$ cat src/rtl/tmr_pkg.sv
// Shared constants, control-word layout and identification values for the
// APB reload timer. Assumes a 12-bit byte offset and 32-bit data words.
package tmr_pkg;

    localparam int ADDR_W = 12;
    localparam int DATA_W = 32;
    localparam int CTRL_W = 4;
    localparam int ID_WORDS = 12;

    localparam logic [ADDR_W-1:0] OFF_CTRL   = 12'h000;
    localparam logic [ADDR_W-1:0] OFF_COUNT  = 12'h004;
    localparam logic [ADDR_W-1:0] OFF_RELOAD = 12'h008;
    localparam logic [ADDR_W-1:0] OFF_STATUS = 12'h00C;
    localparam logic [ADDR_W-1:0] OFF_ID_LO  = 12'hFD0;
    localparam logic [ADDR_W-1:0] OFF_ID_HI  = 12'hFFC;

    // Control word; member order maps bit 3 down to bit 0.
    typedef struct packed {
        logic irq_en;    // bit 3
        logic edge_clk;  // bit 2
        logic gate;      // bit 1
        logic run;       // bit 0
    } ctrl_t;

    // Identification byte for word index 0..11 (rising address order).
    function automatic logic [7:0] id_byte(input logic [3:0] idx);
        logic [7:0] v;
        case (idx)
            4'd0:    v = 8'h04;
            4'd4:    v = 8'h22;
            4'd5:    v = 8'hB8;
            4'd6:    v = 8'h1B;
            4'd8:    v = 8'h0D;
            4'd9:    v = 8'hF0;
            4'd10:   v = 8'h05;
            4'd11:   v = 8'hB1;
            default: v = 8'h00;
        endcase
        return v;
    endfunction

endpackage

$ cat src/rtl/tmr_ext_qual.sv
// External input qualifier: synchronizes ext_in through SYNC_STAGES flops
// and forms the count tick from the selected source (every clock, gated by
// the synchronized level, or one pulse per synchronized rising edge).
// Assumes SYNC_STAGES >= 2 and ext_in slow relative to clk in edge mode.
module tmr_ext_qual #(
    parameter int SYNC_STAGES = 2
) (
    input  logic clk,
    input  logic rst_n,
    input  logic ext_in,
    input  logic run,
    input  logic gate_sel,
    input  logic edge_sel,
    output logic tick
);

    localparam int TOP = SYNC_STAGES - 1;

    logic [TOP:0] sync_q;
    logic         prev_q;
    logic         ext_lvl;
    logic         rise;
    logic         src_tick;
    logic         gate_ok;

    // Synchronizer chain plus one history flop for edge detection.
    always_ff @(posedge clk) begin
        if (!rst_n) begin
            sync_q <= '0;
            prev_q <= 1'b0;
        end else begin
            sync_q <= {sync_q[TOP-1:0], ext_in};
            prev_q <= sync_q[TOP];
        end
    end

    // Tick selection from the synchronized level.
    always_comb begin
        ext_lvl  = sync_q[TOP];
        rise     = ext_lvl & ~prev_q;
        src_tick = edge_sel ? rise : 1'b1;
        gate_ok  = gate_sel ? ext_lvl : 1'b1;
        tick     = run & src_tick & gate_ok;
    end

    // in edge mode a tick never lasts two consecutive cycles.
    p_edge_single_r3: assert property (@(posedge clk) disable iff (!rst_n)
        (edge_sel && tick) |=> !(edge_sel && tick));

endmodule

$ cat src/rtl/tmr_down_counter.sv
// Down-counter with the rest-at-zero reload sequence: 1 -> 0 is expiry,
// a tick at 0 loads the reload value. A load from the bus wins over a tick.
module tmr_down_counter #(
    parameter int CNT_W = 32
) (
    input  logic             clk,
    input  logic             rst_n,
    input  logic             tick,
    input  logic             load_en,
    input  logic [CNT_W-1:0] load_val,
    input  logic [CNT_W-1:0] reload_val,
    output logic [CNT_W-1:0] count,
    output logic             expire
);

    localparam logic [CNT_W-1:0] ONE = CNT_W'(1);

    // Counter state update.
    always_ff @(posedge clk) begin
        if (!rst_n) begin
            count <= '0;
        end else if (load_en) begin
            count <= load_val;
        end else if (tick) begin
            if (count == '0) count <= reload_val;
            else             count <= count - ONE;
        end
    end

    // Expiry strobe for the step from 1 to 0.
    always_comb begin
        expire = tick & ~load_en & (count == ONE);
    end

    // after an expiry the counter sits at zero.
    p_expire_zero_r4: assert property (@(posedge clk) disable iff (!rst_n)
        expire |=> (count == '0));

    // a tick at zero brings in the reload value.
    p_dwell_reload_r4: assert property (@(posedge clk) disable iff (!rst_n)
        (tick && !load_en && count == '0) |=> (count == $past(reload_val)));

    // zero count with zero reload stays at zero without a load.
    p_zero_hold_r5: assert property (@(posedge clk) disable iff (!rst_n)
        (count == '0 && reload_val == '0 && !load_en) |=> (count == '0));

    // a bus load is taken even when a tick coincides.
    p_load_wins_r6: assert property (@(posedge clk) disable iff (!rst_n)
        load_en |=> (count == $past(load_val)));

endmodule

$ cat src/rtl/tmr_apb_regs.sv
// APB register file: control word, reload value, sticky status flag,
// read mux with identification words. Zero wait states; writes commit
// at the end of the access phase. Assumes CNT_W <= DATA_W.
module tmr_apb_regs
    import tmr_pkg::*;
#(
    parameter int CNT_W = 32
) (
    input  logic              clk,
    input  logic              rst_n,
    input  logic              psel,
    input  logic              penable,
    input  logic              pwrite,
    input  logic [ADDR_W-1:0] paddr,
    input  logic [DATA_W-1:0] pwdata,
    output logic [DATA_W-1:0] prdata,
    input  logic [CNT_W-1:0]  count,
    input  logic              expire,
    output ctrl_t             ctrl,
    output logic [CNT_W-1:0]  reload_val,
    output logic              load_en,
    output logic [CNT_W-1:0]  load_val,
    output logic              irq_flag
);

    logic              wr;
    logic              hit_ctrl, hit_count, hit_reload, hit_status, hit_id;
    logic [ADDR_W-1:0] id_off;
    logic              irq_en_w;

    // Address decode and write strobe.
    always_comb begin
        wr         = psel & penable & pwrite;
        hit_ctrl   = (paddr == OFF_CTRL);
        hit_count  = (paddr == OFF_COUNT);
        hit_reload = (paddr == OFF_RELOAD);
        hit_status = (paddr == OFF_STATUS);
        hit_id     = (paddr >= OFF_ID_LO) && (paddr <= OFF_ID_HI) && (paddr[1:0] == 2'b00);
        id_off     = paddr - OFF_ID_LO;
        load_en    = wr & (hit_count | hit_reload);
        load_val   = pwdata[CNT_W-1:0];
        irq_en_w   = ctrl.irq_en;
    end

    // Control and reload storage.
    always_ff @(posedge clk) begin
        if (!rst_n) begin
            ctrl       <= '0;
            reload_val <= '0;
        end else begin
            if (wr && hit_ctrl)   ctrl       <= ctrl_t'(pwdata[CTRL_W-1:0]);
            if (wr && hit_reload) reload_val <= pwdata[CNT_W-1:0];
        end
    end

    // Sticky interrupt flag; set has priority over write-one-to-clear.
    always_ff @(posedge clk) begin
        if (!rst_n)                             irq_flag <= 1'b0;
        else if (expire && irq_en_w)            irq_flag <= 1'b1;
        else if (wr && hit_status && pwdata[0]) irq_flag <= 1'b0;
    end

    // Read data mux.
    always_comb begin
        prdata = '0;
        if (hit_ctrl)        prdata = DATA_W'(ctrl);
        else if (hit_count)  prdata = DATA_W'(count);
        else if (hit_reload) prdata = DATA_W'(reload_val);
        else if (hit_status) prdata = DATA_W'(irq_flag);
        else if (hit_id)     prdata = DATA_W'(id_byte(id_off[5:2]));
    end

    // the flag only rises from an expiry with interrupts enabled.
    p_irq_source_r7: assert property (@(posedge clk) disable iff (!rst_n)
        $rose(irq_flag) |-> ($past(expire) && $past(irq_en_w)));

    // a write of one to the status clears it unless a new event lands.
    p_irq_clear_r7: assert property (@(posedge clk) disable iff (!rst_n)
        (wr && hit_status && pwdata[0] && !expire) |=> !irq_flag);

    // a control write keeps the low four data bits.
    p_ctrl_write_r2: assert property (@(posedge clk) disable iff (!rst_n)
        (wr && hit_ctrl) |=> (DATA_W'(ctrl) == DATA_W'($past(pwdata[CTRL_W-1:0]))));

endmodule

$ cat src/rtl/apb_reload_timer.sv
// Top of the APB reload timer: joins the register file, the external
// input qualifier and the down-counter. Zero wait states, no error replies.
module apb_reload_timer
    import tmr_pkg::*;
#(
    parameter int CNT_W       = 32,
    parameter int SYNC_STAGES = 2
) (
    input  logic              pclk,
    input  logic              presetn,
    input  logic              psel,
    input  logic              penable,
    input  logic              pwrite,
    input  logic [ADDR_W-1:0] paddr,
    input  logic [DATA_W-1:0] pwdata,
    output logic [DATA_W-1:0] prdata,
    output logic              pready,
    output logic              pslverr,
    input  logic              ext_in,
    output logic              timer_irq
);

    ctrl_t            ctrl;
    logic [CNT_W-1:0] reload_val;
    logic [CNT_W-1:0] count;
    logic [CNT_W-1:0] load_val;
    logic             load_en;
    logic             expire;
    logic             tick;
    logic             irq_flag;

    tmr_apb_regs #(.CNT_W(CNT_W)) u_regs (
        .clk        (pclk),
        .rst_n      (presetn),
        .psel       (psel),
        .penable    (penable),
        .pwrite     (pwrite),
        .paddr      (paddr),
        .pwdata     (pwdata),
        .prdata     (prdata),
        .count      (count),
        .expire     (expire),
        .ctrl       (ctrl),
        .reload_val (reload_val),
        .load_en    (load_en),
        .load_val   (load_val),
        .irq_flag   (irq_flag)
    );

    tmr_ext_qual #(.SYNC_STAGES(SYNC_STAGES)) u_qual (
        .clk      (pclk),
        .rst_n    (presetn),
        .ext_in   (ext_in),
        .run      (ctrl.run),
        .gate_sel (ctrl.gate),
        .edge_sel (ctrl.edge_clk),
        .tick     (tick)
    );

    tmr_down_counter #(.CNT_W(CNT_W)) u_cnt (
        .clk        (pclk),
        .rst_n      (presetn),
        .tick       (tick),
        .load_en    (load_en),
        .load_val   (load_val),
        .reload_val (reload_val),
        .count      (count),
        .expire     (expire)
    );

    // Fixed bus response and interrupt level.
    always_comb begin
        pready    = 1'b1;
        pslverr   = 1'b0;
        timer_irq = irq_flag;
    end

    // nothing moves while run is clear and no bus load happens.
    p_idle_stable_r1: assert property (@(posedge pclk) disable iff (!presetn)
        (!ctrl.run && !load_en) |=> $stable(count));

endmodule

$ cat config.mk
export PLATFORM = sky130hd
export DESIGN_NAME = apb_reload_timer
export DESIGN_NICKNAME = d
export VERILOG_FILES = /design/src/rtl/tmr_pkg.sv /design/src/rtl/tmr_ext_qual.sv /design/src/rtl/tmr_down_counter.sv /design/src/rtl/tmr_apb_regs.sv /design/src/rtl/apb_reload_timer.sv
export SDC_FILE = /design/constraint.sdc
export NUM_CORES = 1
export LEC_CHECK = 0
export BUFFER_PORTS_ARGS = -buffer_cell sky130_fd_sc_hd__buf_2
export CORE_ASPECT_RATIO = 2
export CORE_UTILIZATION = 32
export CTS_CLUSTER_SIZE = 16
export DETAILED_ROUTE_END_ITERATION = 6
export PLACE_DENSITY = 0.57
export SLEW_MARGIN = 5
export SYNTH_ARGS = -nofsm -noshare
export SYNTH_HDL_FRONTEND = slang
export SYNTH_HIERARCHICAL = 1
export SYNTH_SLANG_ARGS = --single-unit
$ cat constraint.sdc
create_clock -name pclk -period 4.65 [get_ports pclk]
set_input_delay 1.1625 -clock pclk [delete_from_list [all_inputs] [get_ports pclk]]
set_output_delay 1.1625 -clock pclk [all_outputs]
set_load 0.02 [all_outputs]
# [After elaboration in Yosys (flattened, before gate mapping)]
# Memories as Yosys holds them, arrays and structs flattened.
# Index checks and enable logic that the tools add are counted.
# Widths: inputs -> output; s select.
[classes] add_sub_neg=2 n_mul=0 div=0 order_cmp=2 n_eq_ne=4 shift=0 muxes=12 bitwise=11 reduce_logical=12
[op_table] op="$mux 32" n=7
[op_table] op="$eq 32x1->1 const B" n=1
[op_table] op="$logic_not 32->1" n=1
[op_table] op="$sub 32x1->32 const B" n=1
[op_table] op="$eq 12x4->1 const B" n=2
[op_table] op="$eq 12x3->1 const B" n=1
[op_table] op="$ge 12x12->1 const B" n=1
[op_table] op="$le 12x12->1 const B" n=1
[op_table] op="$logic_not 12->1" n=1
[op_table] op="$and 1x1->1" n=8
[op_table] op="$mux 8" n=1
[op_table] op="$logic_and 1x1->1" n=7
[op_table] op="$sub 6x5->6 const B" n=1
[op_table] op="$mux 1" n=4
[op_table] op="$reduce_bool 2->1" n=2
[op_table] op="$logic_not 2->1" n=1
[op_table] op="$not 1->1" n=2
[op_table] op="$or 1x1->1" n=1
[word_totals] ff_bits=72 latch_bits=0 mem_bits_rw=0 mem_bits_ro=128 inputBits=50 out_inout_bits=35 wordCells=53 mem_count=1
[memory_table] memory="(name not given)" depth=16 word_bits=8 read_ports=1 rd_clocked_by_memory_dff=0 wr=0 line="tmr_pkg.sv:28" text="case (idx)"

# [Longest topological paths before layout]
# Gate-level depths: netlist of run 1.
[depth] word_depth=9 depth_mapped=14 mapped_depth_nobuf=10

# [Hierarchy]
# The synthesis of run 1 kept the hierarchy.
[by_module_without_submodules] mod="tmr_apb_regs" n_inst=1 cells_per_inst=363 area_per_inst_um2=2798.9 seq_area_each_um2=740.7
[by_module_without_submodules] mod="tmr_down_counter" n_inst=1 cells_per_inst=319 area_per_inst_um2=2409.8 seq_area_each_um2=640.6
[by_module_without_submodules] mod="tmr_ext_qual" n_inst=1 cells_per_inst=9 area_per_inst_um2=98.8 seq_area_each_um2=60.1
[by_module_without_submodules] mod="apb_reload_timer" n_inst=1 cells_per_inst=4 area_per_inst_um2=22.5 seq_area_each_um2=0.0

# [Worst setup path before layout of run 1]
# Ideal clock, no wire load.
[synth_timing] kind="input -> output" startpoint="input port paddr[3]" endpoint="output port prdata[2]" t_arrival_ps=2623 setup_slack_ps=865 cell_stages=7 n_path_buf=1 path_cell_list="inv_1 > ha_1 > buf_4 > nand2_1 > a211o_1 > o32a_1 > a21oi_1"
[synth_between] elab_chain_len=8
[synth_rtl] item="from (decl)" line="apb_reload_timer.sv:14" text="input logic [ADDR_W-1:0] paddr,"
[synth_rtl] item="parallel branches: the longest is 7 deep, another holds $mem_v2 16x8"
[synth_rtl] item="$mux 32 (*)" line="tmr_apb_regs.sv:66" text="if (hit_ctrl) prdata = DATA_W'(ctrl);"
[synth_rtl] item="to (decl)" line="apb_reload_timer.sv:16" text="output logic [DATA_W-1:0] prdata,"
# Every way passes the cells marked *.

# [Worst setup path after layout of run 1]
[layout_timing] startpoint="input port paddr[3]" endpoint="output port prdata[19]"
[layout_between] elab_chain_len=4
[layout_rtl] item="$eq 12x4->1" line="tmr_apb_regs.sv:36" text="hit_reload = (paddr == OFF_RELOAD);"
[layout_rtl] item="$mux 32" line="tmr_apb_regs.sv:68" text="else if (hit_reload) prdata = DATA_W'(reload_val);"
[layout_rtl] item="$mux 32" line="tmr_apb_regs.sv:67" text="else if (hit_count) prdata = DATA_W'(count);"
[layout_rtl] item="$mux 32 (*)" line="tmr_apb_regs.sv:66"
# Mark *: on every way between the ends. The rest lies on a longest branch, timed or not.

==> results of run 1 <==
sequential cells by signal, summed over array words and instances (netlist names):
signal,cells
u_cnt/count,32
u_qual/prev_q,1
u_qual/sync_q,2
u_regs/ctrl,3
u_regs/irq_en_w,1
u_regs/irq_flag,1
u_regs/reload_val,32
stage by stage:
step / util / worst slack (ps) / hold WS, ps
after floorplan: - / 865 / 412
after global placement: 0.342 / 652 / 425
after detailed placement: 0.342 / 643 / 431
after CTS: 0.358 / 645 / 445
after global routing: 0.358 / 527 / 456
final: 0.358 / 633 / 440
layout make-up:
cell class / instances / area [um^2] / area share
Antenna cell: 1 / 2.50 / 0.000430
Clock buffer: 13 / 250 / 0.0430
Clock inverter: 1 / 5.00 / 0.000860
Inverter: 11 / 41.3 / 0.00709
Multi-Input combinational cell: 523 / 3270 / 0.561
Sequential cell: 72 / 1440 / 0.248
Tap cell: 204 / 255 / 0.0439
Timing Repair Buffer: 100 / 558 / 0.0959
worst register-to-register path, cell delays in order, from the launching register on:
cell and delay (ps):
dfxtp_1 370, inv_1 120, ha_1 390, nor3b_1 300, nand4_1 390, nor3_4 630
nor2_1 130, o32ai_1 260
placed cells by master, fill, tap and decap left out, drive strengths merged, types with 18 or more instances in the layout:
| cell type | count |
|---|---|
| and3 | 28 |
| a21boi | 34 |
| o21ai | 30 |
| dfxtp | 72 |
| o22ai | 19 |
| nor2 | 52 |
| nor3b | 27 |
| a21oi | 73 |
| buf | 100 |
| nand2 | 94 |
| nor3 | 18 |
report_power, final:
part	leakage [nW]	switching (mW)	internal [mW]
registers	0.580	0.000322	0.618
clock network	0.126	0.257	0.370
logic	1.54	0.0624	0.0376
worst max-delay path by stage:
stage / from / to / slack, ps / depth (start not counted)
final: paddr[3] / prdata[19] / 630 / 9
after global routing: paddr[3] / prdata[13] / 530 / 9
after CTS: paddr[3] / prdata[19] / 640 / 9
after detailed placement: paddr[3] / prdata[19] / 640 / 9
after global placement: paddr[3] / prdata[19] / 650 / 9
after floorplan: paddr[3] / prdata[2] / 860 / 7
layer usage:
layer | GRT usage | share of wire
met1 | 0.213 | 0.37
met2 | 0.389 | 0.55
met3 | 0.0326 | 0.040
met4 | 0.107 | 0.040
met5 | 0 | 0
==> impl_summary.md, run 1 <==
Status
The run finished with clean final reports.

Synth
The number of nets in the synthesized netlist is about 750. The mapped netlist covers approximately 0.0053 mm^2. The mean post-synth cell area is 7.67 um^2.

The number of warnings reported in the yosys synthesis log is 6. Synthesis handed over a netlist of 694 instances.

Place
The number of I/O port buffers is a little over 80. In this run the cell area measured after placement is between 0.005 and 0.006 mm^2. The final RePlAce weighted congestion is 0.855. In this run, placement finished with an instance count of ~900. The half-perimeter wire length of the detailed placement result is roughly 12000 um.

Run
Max-cap violations in this run came to 0.

Cells and area
The non-filler instance count after layout is 925. The finished cells cover 0.00582 mm^2. Of the cells placed in the final design, the portion with a size suffix greater than 1 is 0.224.

In the final design database the tool counted a little under 800 nets. The area growth from synthesis to layout is 9.36%. The final-layout fill cell count is between 1500 and 2000.

Worst hold path
The worst hold path begins at u_qual/sync_q[0]. The path with the worst hold slack has its endpoint at u_qual/sync_q[1]. The path class of the tightest hold or removal check is reg2reg.

The cell count of the worst hold path is 1.

Timing
The worst path needs between 4000 and 5000 ps of the cycle, external delays included. Setup violations remaining at the end of the flow were counted as 0. The peak clock frequency supported by timing is between 0.2 and 0.25 GHz.

The actual transition at the worst max-transition pin is 707 ps. The final sum of negative setup slack is 0 ps. The number of failing hold endpoints at the final stage is 0.

The clock arrives with approximately 4.8 ps of skew. Setup repair after global routing left no endpoint under its margin. In this run the tightest slew margin relative to its limit is 0.524. The final period utilization is 0.864. The total count of max-transition violations in the final report is 0.

Die
The number of primary I/O pins is 85. The area of the die is around 0.017 mm^2. The overall die height is about 180 um.

The floorplan row count is 66. In this run the standard cell core region covers between 0.015 and 0.02 mm^2. The initial core utilization is 0.327.

The x dimension of the die is approximately 93 um.

Pwr
The power density relative to cell area is around 230 mW/mm^2. The analysis attributes to cell leakage a power of roughly 2.2 nW. VDD sags by at most about 0.16 mV. The total power draw is about 1.3 mW.

Critical path
The worst register-to-register path ends at u_cnt/count[5]. The reg-to-reg setup timing slack is between 1500 and 2000 ps. The kind of start point of the critical path is an input port. The worst endpoint required time is around 3500 ps. The type of the setup path with the least slack is in2out.

For this design, the slowest cell found on the critical path is inv_1. The maximum fanout count along the critical path is 18. Counting cells, the worst reg-to-reg path comes to 7. The worst path buffer plus inverter count is 5. Grouping stages by cell kind, the critical path spends the most delay in buffers and inverters.

The startpoint identified for the worst register-to-register timing path is u_cnt/count[0]. The type of element capturing the critical path is a primary output. The largest single stage delay on the critical path is 530 ps.

The signal arrival time at the worst endpoint is 2850 ps. The signal on the critical path passes through buf_2 > inv_1 > ha_1 > inv_1 > buf_4 > and3_1 > a21oi_1 > nor2_1 > buf_2.

Clock tree
The TritonCTS sink count is a little over 70. The H-tree depth reported by CTS is 3. The post-CTS resize count is 0. The clock-pin slew on the worst setup and hold paths is ~50 ps. The number of hold buffers added after CTS was 0.

After clock tree synthesis, the setup repair step added 0 buffers. TritonCTS built the clock tree. The insertion delay of the later-clocked pin in the worst-skew pair is approximately 330 ps. The clock passes through at most 2 buffers. The tree is rooted in a clkbuf_16. TritonCTS created 9 clock buffers.

Detailed routing
The detailed-route via count is roughly 5100. The final wirelength is 17300 um. The detailed router finished its first iteration with between 200 and 300 violations. The count of nets left with antenna violations once routing finished came out at 0.

Dividing the detail-routed via count by the number of cells gives 5.56. For this run, design rule violations remaining after detail routing come to 0. The count of TritonRoute iterations in the first routing pass is 5. The final routed wire length divided by cell count is around 19 um.

Global routing
The overall fraction of global-route tracks in use is 0.206. The residual overflow from global routing is 0. The initial antenna violation count came to 1.

The largest net degree at the start of global routing is 60. The first global-routing pass estimated approximately 27000 um of wire. The number of global-route vias before repair is between 5000 and 6000.
Note: power is estimated with default switching activity, not from simulation.
==> run 2: changes to the inputs <==
PLACE_DENSITY = 0.48   (was 0.57)
==> run 2 against run 1 <==
Combinational power about the same. Clock power grew 12%. Sequential power hardly changed. Setup slack lost 82 ps. Cell area about the same. Largest cell class unchanged. Fmax shrank 2.0%. Die area unchanged. Via count down 0.41%. First-iteration DRC count rose by 13%. Routed wire length is 2.0% higher. Total power is 5.7% higher. Hold slack gained 8.9 ps.
==> impl_summary.md, run 2 (same netlist as run 1, synthesis figures left out) <==
Status
The flow ran to the end, and the final reports show no timing, DRC or antenna violations.

Clock tree
The number of buffers added to fix hold violations after cts is 0. The CTS tree is built. The insertion delay of the later-clocked pin in the worst-skew pair is 330 ps. The post-CTS resize count is 0. Buffers added to address setup during post-CTS repair amount to 0. Counting the buffers created by CTS gives 9.

The cell at the root of the clock tree is clkbuf_16. The maximum root-to-sink buffer count is 2. Clock tree synthesis found a total of approximately 70 sinks.

The clock-pin slew on the worst setup and hold paths is around 60 ps. The H-tree depth reported by CTS is 3.

Detailed routing
The routed layout has about 5100 vias. Before antenna repair, the detailed router went through 5 iterations. The length of routed wiring on met1 is between 6000 and 7000 um. The highest metal layer with signal wires is met4.

The detail route stage leaves a number of antenna-violating nets equal to 0. The detailed router's first-iteration violation count is between 200 and 300. Detailed routing placed a total of between 600 and 700 um of wire on met3. The via count normalized by instance count is 5.57. After detailed routing, the number of remaining DRC violations is 0. After detailed routing, the average wire length per cell comes to about 19 um. Detailed routing placed a total of roughly 9900 um of wire on met2.

The final wirelength is between 15000 and 20000 um.

Critical path
Counting stages on the worst path, the most repeated cell is buf_2. At the worst endpoint, the arrival time is ~2900 ps. The worst endpoint required time is approximately 3500 ps.

The critical path goes through buf_2 > inv_1 > ha_1 > nand2_1 > a211o_1 > o32a_1 > a21oi_1 > buf_2. In this design, the stage delay of the slowest critical-path cell is between 400 and 500 ps. On the critical path the largest part of the delay comes from compound AO/OA/AOI/OAI gates. The maximum fanout count along the critical path is 10. STA classifies the critical path startpoint as an input port.

The worst setup path is captured at a primary output. The worst setup path is of the in2out kind. Counting both buffers and inverters, the worst setup path holds a total of 3. The cell at the slowest stage of the critical path is a211o_1.

Die
The initial core utilization is 0.327. The floorplan row count is 66. The number of primary I/O pins is 85. The floorplan step set the die width to 93.2 um. The overall die height is 184 um.

The standard cell core area is 0.0163 mm^2. The die covers approximately 0.017 mm^2.

Pwr
The total power draw is ~1.4 mW. The analysis attributes to cell leakage a power of 2.24 nW. The power density relative to cell area is approximately 240 mW/mm^2. The highest ir drop seen on vdd is approximately 0.13 mV.

Timing
At the pin with the least slew margin, the transition time is just over 900 ps. The number of failing setup endpoints in the final timing report is 0. The total count of max-transition violations in the final report is 0. In the finished design, the share of the clock period the worst path needs comes to 0.882. The worst path in the final design needs a cycle of between 4000 and 5000 ps, including I/O delays and setup.

For this run, the top clock speed supported by timing is about 0.24 GHz. The clock arrives with approximately 8.4 ps of skew. In the final timing run, aggregate negative setup slack is 0 ps. The number of failing hold endpoints at the final stage was 0. Setup repair after global routing left no endpoint under its margin. The worst slew slack as a fraction of its limit is 0.390.

Cells and area
Once layout is complete, the utilization of the core stands at 0.358. The filler cells instantiated in the layout total 1726. The sequential cells in the finished layout cover a total of about 0.0014 mm^2. In the layout the commonest cells are nand2_1 (93), buf_2 (82), a21oi_1 (73).

The largest registers in the layout are u_cnt/count (32), u_regs/reload_val (32), u_regs/ctrl (3). In the final layout, the multi-input gates occupy around 0.0033 mm^2. Compared with the post-synthesis result, the final layout area differs by 9.29%. Leaving out fill and tap cells, the most frequent cell in the layout is nand2_1. The layout cell share with drive strength beyond 1 is 0.222. The final layout net count is between 700 and 800. The total inserted antenna cells is 0.

Global routing
In the global route stage, overall resource usage came out at 0.212. Entering global routing, the biggest net connects 60 pins. After global routing the overflow that remains totals 0. The initial antenna violation count is 0. The first global-routing pass estimated approximately 28000 um of wire. The number of global-route vias before repair is between 5000 and 6000.

Place
The congestion estimate from routability-driven global placement came to approximately 0.83. The half-perimeter wire length of the detailed placement result is roughly 12000 um. The count of buffers added on input and output ports is between 80 and 90.

Run
The reported max-cap violation count is 0.

Worst hold path
The min-delay analysis places its worst path in the category reg2reg.
==> run 2: cell types whose count changed in the layout (fill, tap and decap cells not counted), sizes merged <==
| cell | change |
|---|---|
| clkbuf | -2 |
| bufinv | +1 |
| buf | -6 |
| diode | -1 |
| clkinv | +2 |
| clkinvlp | +1 |
==> run 2: metal layers <==
metal / vias up / track usage
met5: - / 0
li1: 2491 / -
met3: 25 / 0.0252
met2: 136 / 0.410
met4: 0 / 0.0757
met1: 2470 / 0.228
==> run 2: cell type report <==
class                           instances  share of cell area
Tap cell                              204              0.0439
Clock inverter                          5             0.00968
Clock buffer                           11              0.0417
Timing Repair Buffer                   94              0.0882
Sequential cell                        72               0.248
Multi-Input combinational cell        523               0.562
Inverter                               11             0.00710
==> run 2: power by group <==
group          total (mW)  switching (mW)  internal, mW
registers           0.618        0.000307         0.618
logic               0.101          0.0632        0.0378
clock network       0.701           0.272         0.429
==> run 2: final timing paths <==
kind                    startpoint               end  slack (ps)  depth (start not counted)
setup / recovery          paddr[2]         prdata[2]         550                          8
hold / removal    u_qual/sync_q[0]  u_qual/sync_q[1]         450                          1
setup reg to reg    u_cnt/count[0]    u_cnt/count[7]        1810                          8
hold reg to reg   u_qual/sync_q[0]  u_qual/sync_q[1]         450                          1
==> run 2: worst register-to-register path: cells and delay by family, from the launching register on <==
kind,cells,cell delay [ps]
flops,1,380
fa+ha+maj,1,400
simple gates,4,1230
compound gates,1,260
buf+inv,2,470
==> run 2: through the flow <==
step                      cell area (um^2)  std cells  setup WS [ps]  hold slack, ps
after floorplan                       5320        694            865             412
after global placement                5520        904            610             425
after detailed placement              5520        904            540             426
after CTS                             5820        920            535             451
after global routing                  5820        920            400             461
final                                 5820        920            551             449
